<file path="config.mk">
export PLATFORM = sky130hd
export DESIGN_NAME = bdp_decoder
export DESIGN_NICKNAME = d
export VERILOG_FILES = /design/src/rtl/bdp_pkg.sv /design/src/rtl/bdp_region_match.sv /design/src/rtl/bdp_prio_pick.sv /design/src/rtl/bdp_prot_check.sv /design/src/rtl/bdp_decoder.sv
export SDC_FILE = /design/constraint.sdc
export NUM_CORES = 1
export LEC_CHECK = 0
export BUFFER_PORTS_ARGS = -buffer_cell sky130_fd_sc_hd__buf_4
export CELL_PAD_IN_SITES_DETAIL_PLACEMENT = 1
export CELL_PAD_IN_SITES_GLOBAL_PLACEMENT = 1
export CORE_MARGIN = 5
export CORE_UTILIZATION = 20
export CTS_BUF_LIST = sky130_fd_sc_hd__clkbuf_4
export CTS_CLUSTER_DIAMETER = 200
export DETAILED_ROUTE_END_ITERATION = 12
export HOLD_SLACK_MARGIN = 0.06
export PLACE_DENSITY_LB_ADDON = 0.25
export SYNTH_ARGS = -nofsm -noshare
export SYNTH_HDL_FRONTEND = slang
export SYNTH_HIERARCHICAL = 1
export SYNTH_SLANG_ARGS = --single-unit
</file>
<file path="constraint.sdc">
create_clock -name clk -period 3.8 [get_ports clk]
set_clock_uncertainty 0.05 [all_clocks]
set_input_delay 1.14 -clock clk [delete_from_list [all_inputs] [get_ports clk]]
set_output_delay 1.14 -clock clk [all_outputs]
set_load 0.005 [all_outputs]
</file>
<file path="src/rtl/bdp_pkg.sv">
package bdp_pkg;

  typedef enum logic [1:0] {
    TR_IDLE = 2'b00,
    TR_ADDR = 2'b01,
    TR_NSEQ = 2'b10,
    TR_SEQ  = 2'b11
  } trans_e;

  // a transfer that owns a data phase
  function automatic logic needs_data(input logic [1:0] tr);
    return (tr == TR_NSEQ) || (tr == TR_SEQ);
  endfunction

endpackage

</file>
<file path="src/rtl/bdp_region_match.sv">
module bdp_region_match #(
  parameter int AW = 32,
  parameter int N  = 4,
  parameter logic [N*AW-1:0] BASE = '0,
  parameter logic [N*AW-1:0] MASK = '0
) (
  input  logic [AW-1:0] addr,
  output logic [N-1:0]  hit
);
  for (genvar g = 0; g < N; g++) begin : g_cmp
    localparam logic [AW-1:0] RB = BASE[g*AW +: AW];
    localparam logic [AW-1:0] RM = MASK[g*AW +: AW];
    assign hit[g] = ((addr & RM) == RB);
  end
endmodule

</file>
<file path="src/rtl/bdp_prio_pick.sv">
module bdp_prio_pick #(
  parameter int N = 4
) (
  input  logic [N-1:0] req,
  output logic [N-1:0] grant,
  output logic         any
);
  always_comb begin
    logic taken;
    taken = 1'b0;
    grant = '0;
    for (int i = 0; i < N; i++) begin
      if (req[i] && !taken) begin
        grant[i] = 1'b1;
        taken    = 1'b1;
      end
    end
  end

  assign any = |req;
endmodule

</file>
<file path="src/rtl/bdp_prot_check.sv">
module bdp_prot_check #(
  parameter int N = 4,
  parameter logic [N-1:0] PRIV_ONLY = '0,
  parameter logic [N-1:0] NO_EXEC   = '0
) (
  input  logic [N-1:0] grant,
  input  logic [1:0]   prot,
  output logic         deny
);
  logic is_user, is_fetch, priv_hit, nx_hit;

  assign is_user  = !prot[1];
  assign is_fetch = !prot[0];
  assign priv_hit = |(grant & PRIV_ONLY);
  assign nx_hit   = |(grant & NO_EXEC);
  assign deny     = (is_user && priv_hit) || (is_fetch && nx_hit);
endmodule

</file>
<file path="src/rtl/bdp_decoder.sv">
module bdp_decoder
  import bdp_pkg::*;
#(
  parameter int AW          = 32,
  parameter int NUM_REGIONS = 4,
  parameter logic [NUM_REGIONS*AW-1:0] REGION_BASE =
    {32'h2000_0000, 32'h2000_0000, 32'h1000_0000, 32'h0000_0000},
  parameter logic [NUM_REGIONS*AW-1:0] REGION_MASK =
    {32'hF000_0000, 32'hFFFF_0000, 32'hF000_0000, 32'hF000_0000},
  parameter logic [NUM_REGIONS-1:0] REGION_PRIV = 4'b0010,
  parameter logic [NUM_REGIONS-1:0] REGION_NX   = 4'b0100
) (
  input  logic                   clk,
  input  logic                   rst_n,
  input  logic [AW-1:0]          bus_addr,
  input  logic [1:0]             bus_trans,
  input  logic [1:0]             bus_prot,
  input  logic [NUM_REGIONS-1:0] slv_wait,
  output logic [NUM_REGIONS-1:0] slv_sel,
  output logic                   bus_wait,
  output logic                   bus_abort
);
  localparam int N = NUM_REGIONS;

  logic [N-1:0] hit, pick;
  logic         any_hit, deny, data_req;
  logic [N-1:0] sel_d, sel_q;
  logic         abort_d, abort_q;

  bdp_region_match #(.AW(AW), .N(N), .BASE(REGION_BASE), .MASK(REGION_MASK))
    u_match (.addr(bus_addr), .hit(hit));

  bdp_prio_pick #(.N(N))
    u_pick (.req(hit), .grant(pick), .any(any_hit));

  bdp_prot_check #(.N(N), .PRIV_ONLY(REGION_PRIV), .NO_EXEC(REGION_NX))
    u_prot (.grant(pick), .prot(bus_prot), .deny(deny));

  assign data_req = needs_data(bus_trans);

  always_comb begin
    sel_d   = '0;
    abort_d = 1'b0;
    if (data_req) begin
      if (!any_hit || deny) abort_d = 1'b1;
      else                  sel_d   = pick;
    end
  end

  // decision is taken only when the current data phase completes
  always_ff @(posedge clk) begin
    if (!rst_n) begin
      sel_q   <= '0;
      abort_q <= 1'b0;
    end else if (!bus_wait) begin
      sel_q   <= sel_d;
      abort_q <= abort_d;
    end
  end

  assign slv_sel   = sel_q;
  assign bus_abort = abort_q;
  assign bus_wait  = |(sel_q & slv_wait);


  sel_onehot_chk: assert property (@(posedge clk) disable iff (!rst_n)
    $onehot0(slv_sel));


  abort_excl_chk: assert property (@(posedge clk) disable iff (!rst_n)
    bus_abort |-> (slv_sel == '0));


  idle_wait_chk: assert property (@(posedge clk) disable iff (!rst_n)
    (slv_sel == '0) |-> !bus_wait);


  hold_sel_chk: assert property (@(posedge clk) disable iff (!rst_n)
    bus_wait |=> ($stable(slv_sel) && $stable(bus_abort)));


  no_data_chk: assert property (@(posedge clk) disable iff (!rst_n)
    (!bus_wait && !bus_trans[1]) |=> (slv_sel == '0 && !bus_abort));

endmodule

</file>
Word-level counts from Yosys, hierarchy flattened
Cells that the tools add are included.
{ "totals": {"register_bits": 5, "output_inout_bits": 6, "word_cells": 35, "input_bits": 42} }
{ "classes": {"eq_ne": 5, "bitwise_logic": 1, "reduce_logical": 17, "mux": 10} }
{ "op_table": {"columns": ["operator", "count"], "rows": [
  ["zero test 32 bit", 1],
  ["equality test 16 x 14 -> 1 bit, second input constant", 1],
  ["2-to-1 mux 1 bit", 8],
  ["2-to-1 mux 4 bit", 2],
  ["OR reduction 4 bit", 2],
  ["zero test 1 bit", 6],
  ["logical AND 1 bit", 5],
  ["bitwise AND 4 bit", 1],
  ["equality test 2 bit, second input constant", 2],
  ["equality test 4 x 1 -> 1 bit, second input constant", 1],
  ["equality test 4 x 2 -> 1 bit, second input constant", 1],
  ["logical OR 1 bit", 3]
]} }

Depth between registers and ports, before layout
{ "depth": {"ltp_word": 13, "mapped_depth": 8, "mapped_depth_nobuf": 8} }

By module
Netlist, hierarchy kept.
{ "modules_own_cells": {"columns": ["mod", "cells_per_inst", "area_per_inst_um2", "seq_area_each_um2", "n_inst"], "rows": [
  ["bdp_decoder", 25, 230.2, 100.1, 1],
  ["bdp_region_match", 7, 66.3, 0.0, 1],
  ["bdp_prio_pick", 5, 37.5, 0.0, 1],
  ["bdp_prot_check", 3, 20.0, 0.0, 1]
]} }

Worst setup path after synthesis
No wires, ideal clock.
{ "synth_path": {"kind": "input -> output", "from": "input port slv_wait[0]", "to": "output port bus_wait", "path_slack_ns": 1.137, "stages": 2, "t_required_ns": 2.610, "arrival_time_ns": 1.473, "path_buffers": 0, "cell_sequence": "a22oi_1 > nand2_2"} }
{ "synth_between": {"elab_chain_len": 2} }
{ "synth_rtl": {"columns": ["item", "line", "source"], "rows": [
  ["start: declaration", "bdp_decoder.sv:18", "input logic [NUM_REGIONS-1:0] slv_wait,"],
  ["bitwise AND 4 bit", "bdp_decoder.sv:63", "assign bus_wait = |(sel_q & slv_wait);"],
  ["OR reduction 4 bit", "bdp_decoder.sv:63", null],
  ["end: declaration", "bdp_decoder.sv:20", "output logic bus_wait,"]
]} }
Every way passes these cells.

Worst setup path in the final report
{ "layout_path": {"from": "input port slv_wait[2]", "to": "output port bus_wait"} }
Same word-level chain as after synthesis.

==> out/qor.log <==
INFO  power          clock_power_share=43.7%
INFO  global_route   grt_start_max_net_pins=8
INFO  sta            setup-tns-final=0ps
INFO  finish         share_of_final_layout_standard_cells_stronger_than_drive_strength_1=52.1%
INFO  setup_path     critPathSlowestCell=sky130_fd_sc_hd__a22oi_1
INFO  clock_tree     post_cts_resized=0
INFO  yosys          top_cells_by_area_synth=sky130_fd_sc_hd__dfxtp_1, sky130_fd_sc_hd__mux2i_1, sky130_fd_sc_hd__nand2_1
INFO  power          power_per_cell_area=236nW/µm²
INFO  power          sequential_power_share=36.1%
INFO  yosys          netlist.top_cell.by_area=sky130_fd_sc_hd__dfxtp_1
INFO  place          dp.final_hpwl=1010µm
INFO  sta            grt_setup_unrepaired=no
INFO  setup_path     sequence_of_cells_on_the_critical_path=buf_4 > a22oi_1 > nand2_2 > buf_4
INFO  power          vdd_drop_max=0.0000964V
INFO  detailed_routing drt-initial-drc-count=5
INFO  finish         fillCellCount=220
INFO  power          power_report.internal_total=120µW
INFO  clock_tree     clock_sinks=5
INFO  yosys          syn_area_per_cell=8.85µm²
INFO  clock_tree     tritoncts=yes
INFO  flow_run       timing.max_cap.violations=0
INFO  yosys          yosys_register_bits=5
INFO  global_route   first_global_vias=497
INFO  detailed_routing route.detailed.drc=0
INFO  setup_path     worst_setup_ep_type=output port
INFO  clock_tree     cts.reportedPaths.clkPinSlew=40ps
INFO  setup_path     crit_path_category=in2out
INFO  power          switching_share=19.4%
INFO  detailed_routing dr.pass1.iters=3
INFO  floorplan      start_util=20.7%
INFO  floorplan      die-area=2710µm²
INFO  detailed_routing detailroute.via_count=426
INFO  setup_path     reg2regPathDepth=3
INFO  clock_tree     cts_max_path_buffers=2
INFO  setup_path     reg2reg_setup_slack=2740ps
INFO  min_path       worst_hold_path.num_cells=2
INFO  floorplan      die_height=52.1µm
INFO  yosys          yosysMostFrequentCell=sky130_fd_sc_hd__nand2_1
INFO  setup_path     critPathLaunchType=primary input
INFO  clock_tree     clkLatencyLatePin=230ps
INFO  power          net-switching-power=28.9µW
INFO  sta            max_freq=331MHz
INFO  detailed_routing routed_wire_length_per_instance=11.6µm
INFO  power          p_leak=0.266nW
INFO  sta            tightestPinTransition=648ps
INFO  sta            final-max-slew-violation-count=0
INFO  yosys          synth_async_sr_flop_share=0%
INFO  min_path       hold_end=bus_abort
INFO  yosys          synthCells=40
INFO  clock_tree     post_cts_hold_buffer_count=0
INFO  global_route   number_of_antenna_violations_at_the_first_check_in_global_routing=0
INFO  finish         finalNetCount=116
INFO  clock_tree     cts-buffers-inserted=3
INFO  power          p_comb_share=20.1%
INFO  place          io_buffer_count=30
INFO  setup_path     cp.arrival=1830ps
INFO  min_path       holdCritPathClass=reg2reg
INFO  global_route   grt_pass1_wl=1940µm
INFO  min_path       hold_path.startpoint=bus_abort
INFO  detailed_routing drtAntennaViolNets=0
INFO  floorplan      core_area=1710µm²
INFO  run_status     run_status=completed
INFO  yosys          synth_enable_flop_cells=0
INFO  yosys          yosysSeqAreaShare=28.3%
INFO  setup_path     crit_fanout=6
INFO  finish         layout.core_utilization=37.1%
INFO  global_route   overflow=0
INFO  sta            slew_headroom=56.4%
INFO  setup_path     cp.required=2610ps
INFO  setup_path     max_stage_delay=220ps
INFO  sta            post_route_fraction_of_the_period_consumed_by_the_critical_path=79.5%
INFO  detailed_routing postRouteWirelength=1140µm
INFO  yosys          yosysWarningCount=6
INFO  yosys          synth_top_cell_area_share=28.3%
INFO  setup_path     critPathMostFrequentCell=sky130_fd_sc_hd__buf_4
INFO  power          total_power=149µW
INFO  clock_tree     htree_num_levels=1
INFO  detailed_routing avgViaCountPerCell=4.35
INFO  place          finalWeightedCongestion=0.662
INFO  finish         antennaDiodeCount=0
INFO  global_route   gr-usage-all-layers=9.23%
INFO  finish         syn_to_final_growth=78.8%
INFO  yosys          synthDistinctLibCells=18
INFO  yosys          synth.cell_area=354µm²
INFO  sta            final_setup_violation_count=0
INFO  sta            timing.final.hold_violations=0
INFO  clock_tree     clock_root_buffer_master=sky130_fd_sc_hd__clkbuf_4
INFO  setup_path     timing.rr.start=slv_sel[2]
INFO  setup_path     terminus_of_the_critical_flop_to_flop_path=slv_sel[3]
INFO  yosys          synth_top_cells_by_count=sky130_fd_sc_hd__nand2_1, sky130_fd_sc_hd__dfxtp_1, sky130_fd_sc_hd__mux2i_1, sky130_fd_sc_hd__nor4_1
INFO  yosys          syn-num-nets=82
INFO  clock_tree     postCtsSetupBuffers=0
INFO  floorplan      io_count=48
INFO  floorplan      overall_die_width=52.1µm
INFO  yosys          ys_dominant_reg_cell=sky130_fd_sc_hd__dfxtp_1
INFO  sta            period_minus_slack=3020ps
INFO  floorplan      placementRows=15
==> how the worst max path moves through the flow <==
stage / end / slack [ps] / from
2_1_floorplan: bus_wait / 1140 / slv_wait[0]
3_3_place_gp: bus_wait / 790 / slv_wait[2]
3_5_place_dp: bus_wait / 770 / slv_wait[2]
4_1_cts: bus_wait / 770 / slv_wait[2]
5_1_grt: bus_wait / 760 / slv_wait[2]
6_report: bus_wait / 780 / slv_wait[2]
==> worst max-delay path, delay by kind of cell <==
kind	cells	cell delay [ps]
AO/OA/AOI/OAI	1	220
buffers and inverters	2	290
AND/OR/NAND/NOR	1	180
==> kinds of logic after synthesis <==
logic type | count (synthesis) | synth area share (%)
and+or+nand+nor | 24 | 45.6
muxes | 5 | 14.1
DFF | 5 | 28.3
AOI/OAI and AO/OA | 3 | 7.77
buffers and inverters | 3 | 4.24
==> flip-flops by register name (all words and copies together) (netlist names) <==
name and count:
bus_abort 1, slv_sel 4
==> placed cells by master, fill, tap and decap left out, drive strengths merged <==
cell,synthesis,layout
or4,1,1
and4,1,1
dfxtp,5,5
nor3b,1,1
inv,2,2
nand2b,1,1
buf,1,30
nand3,1,1
a22oi,2,2
nor2b,1,1
nand2,10,10
clkbuf,0,4
and4b,1,1
o22ai,1,1
nor4,4,4
nor4b,3,3
mux2i,5,5
==> layout make-up <==
type                       count  area, µm²  share of cell area, %
multi-input combinational     32        239                   37.7
timing repair buffer          30        225                   35.6
sequential                     5        100                   15.8
tap                           25       31.3                   4.94
clock buffer                   4       30.0                   4.74
inverter                       2       7.51                   1.19
==> power by group through the flow <==
stage	Sequential (mW)	Combinational (mW)	Clock [mW]
2_1_floorplan	0.0548	0.00637	0
3_3_place_gp	0.0547	0.0294	0
3_5_place_dp	0.0548	0.0304	0
4_1_cts	0.0539	0.0304	0.0680
5_1_grt	0.0539	0.0327	0.0722
6_report	0.0539	0.0300	0.0653
==> metal layers <==
| metal | routed length, µm | up-vias | global-route usage [%] |
|---|---|---|---|
| met5 | 0 | - | 0 |
| met4 | 0 | 0 | 3.93 |
| met3 | 125 | 0 | 3.44 |
| met2 | 497 | 26 | 15.7 |
| met1 | 511 | 185 | 10.1 |
| li1 | - | 215 | - |
==> stage by stage <==
step | area, µm² | setup slack, ps | hold slack [ps] | std cells
floorplan | 354 | 1140 | 404 | 40
global placement | 603 | 795 | 398 | 94
finish | 633 | 777 | 424 | 98
detailed placement | 603 | 768 | 416 | 94
global route | 633 | 758 | 445 | 98
CTS | 633 | 771 | 423 | 98
(Power assumes the default switching activity.)
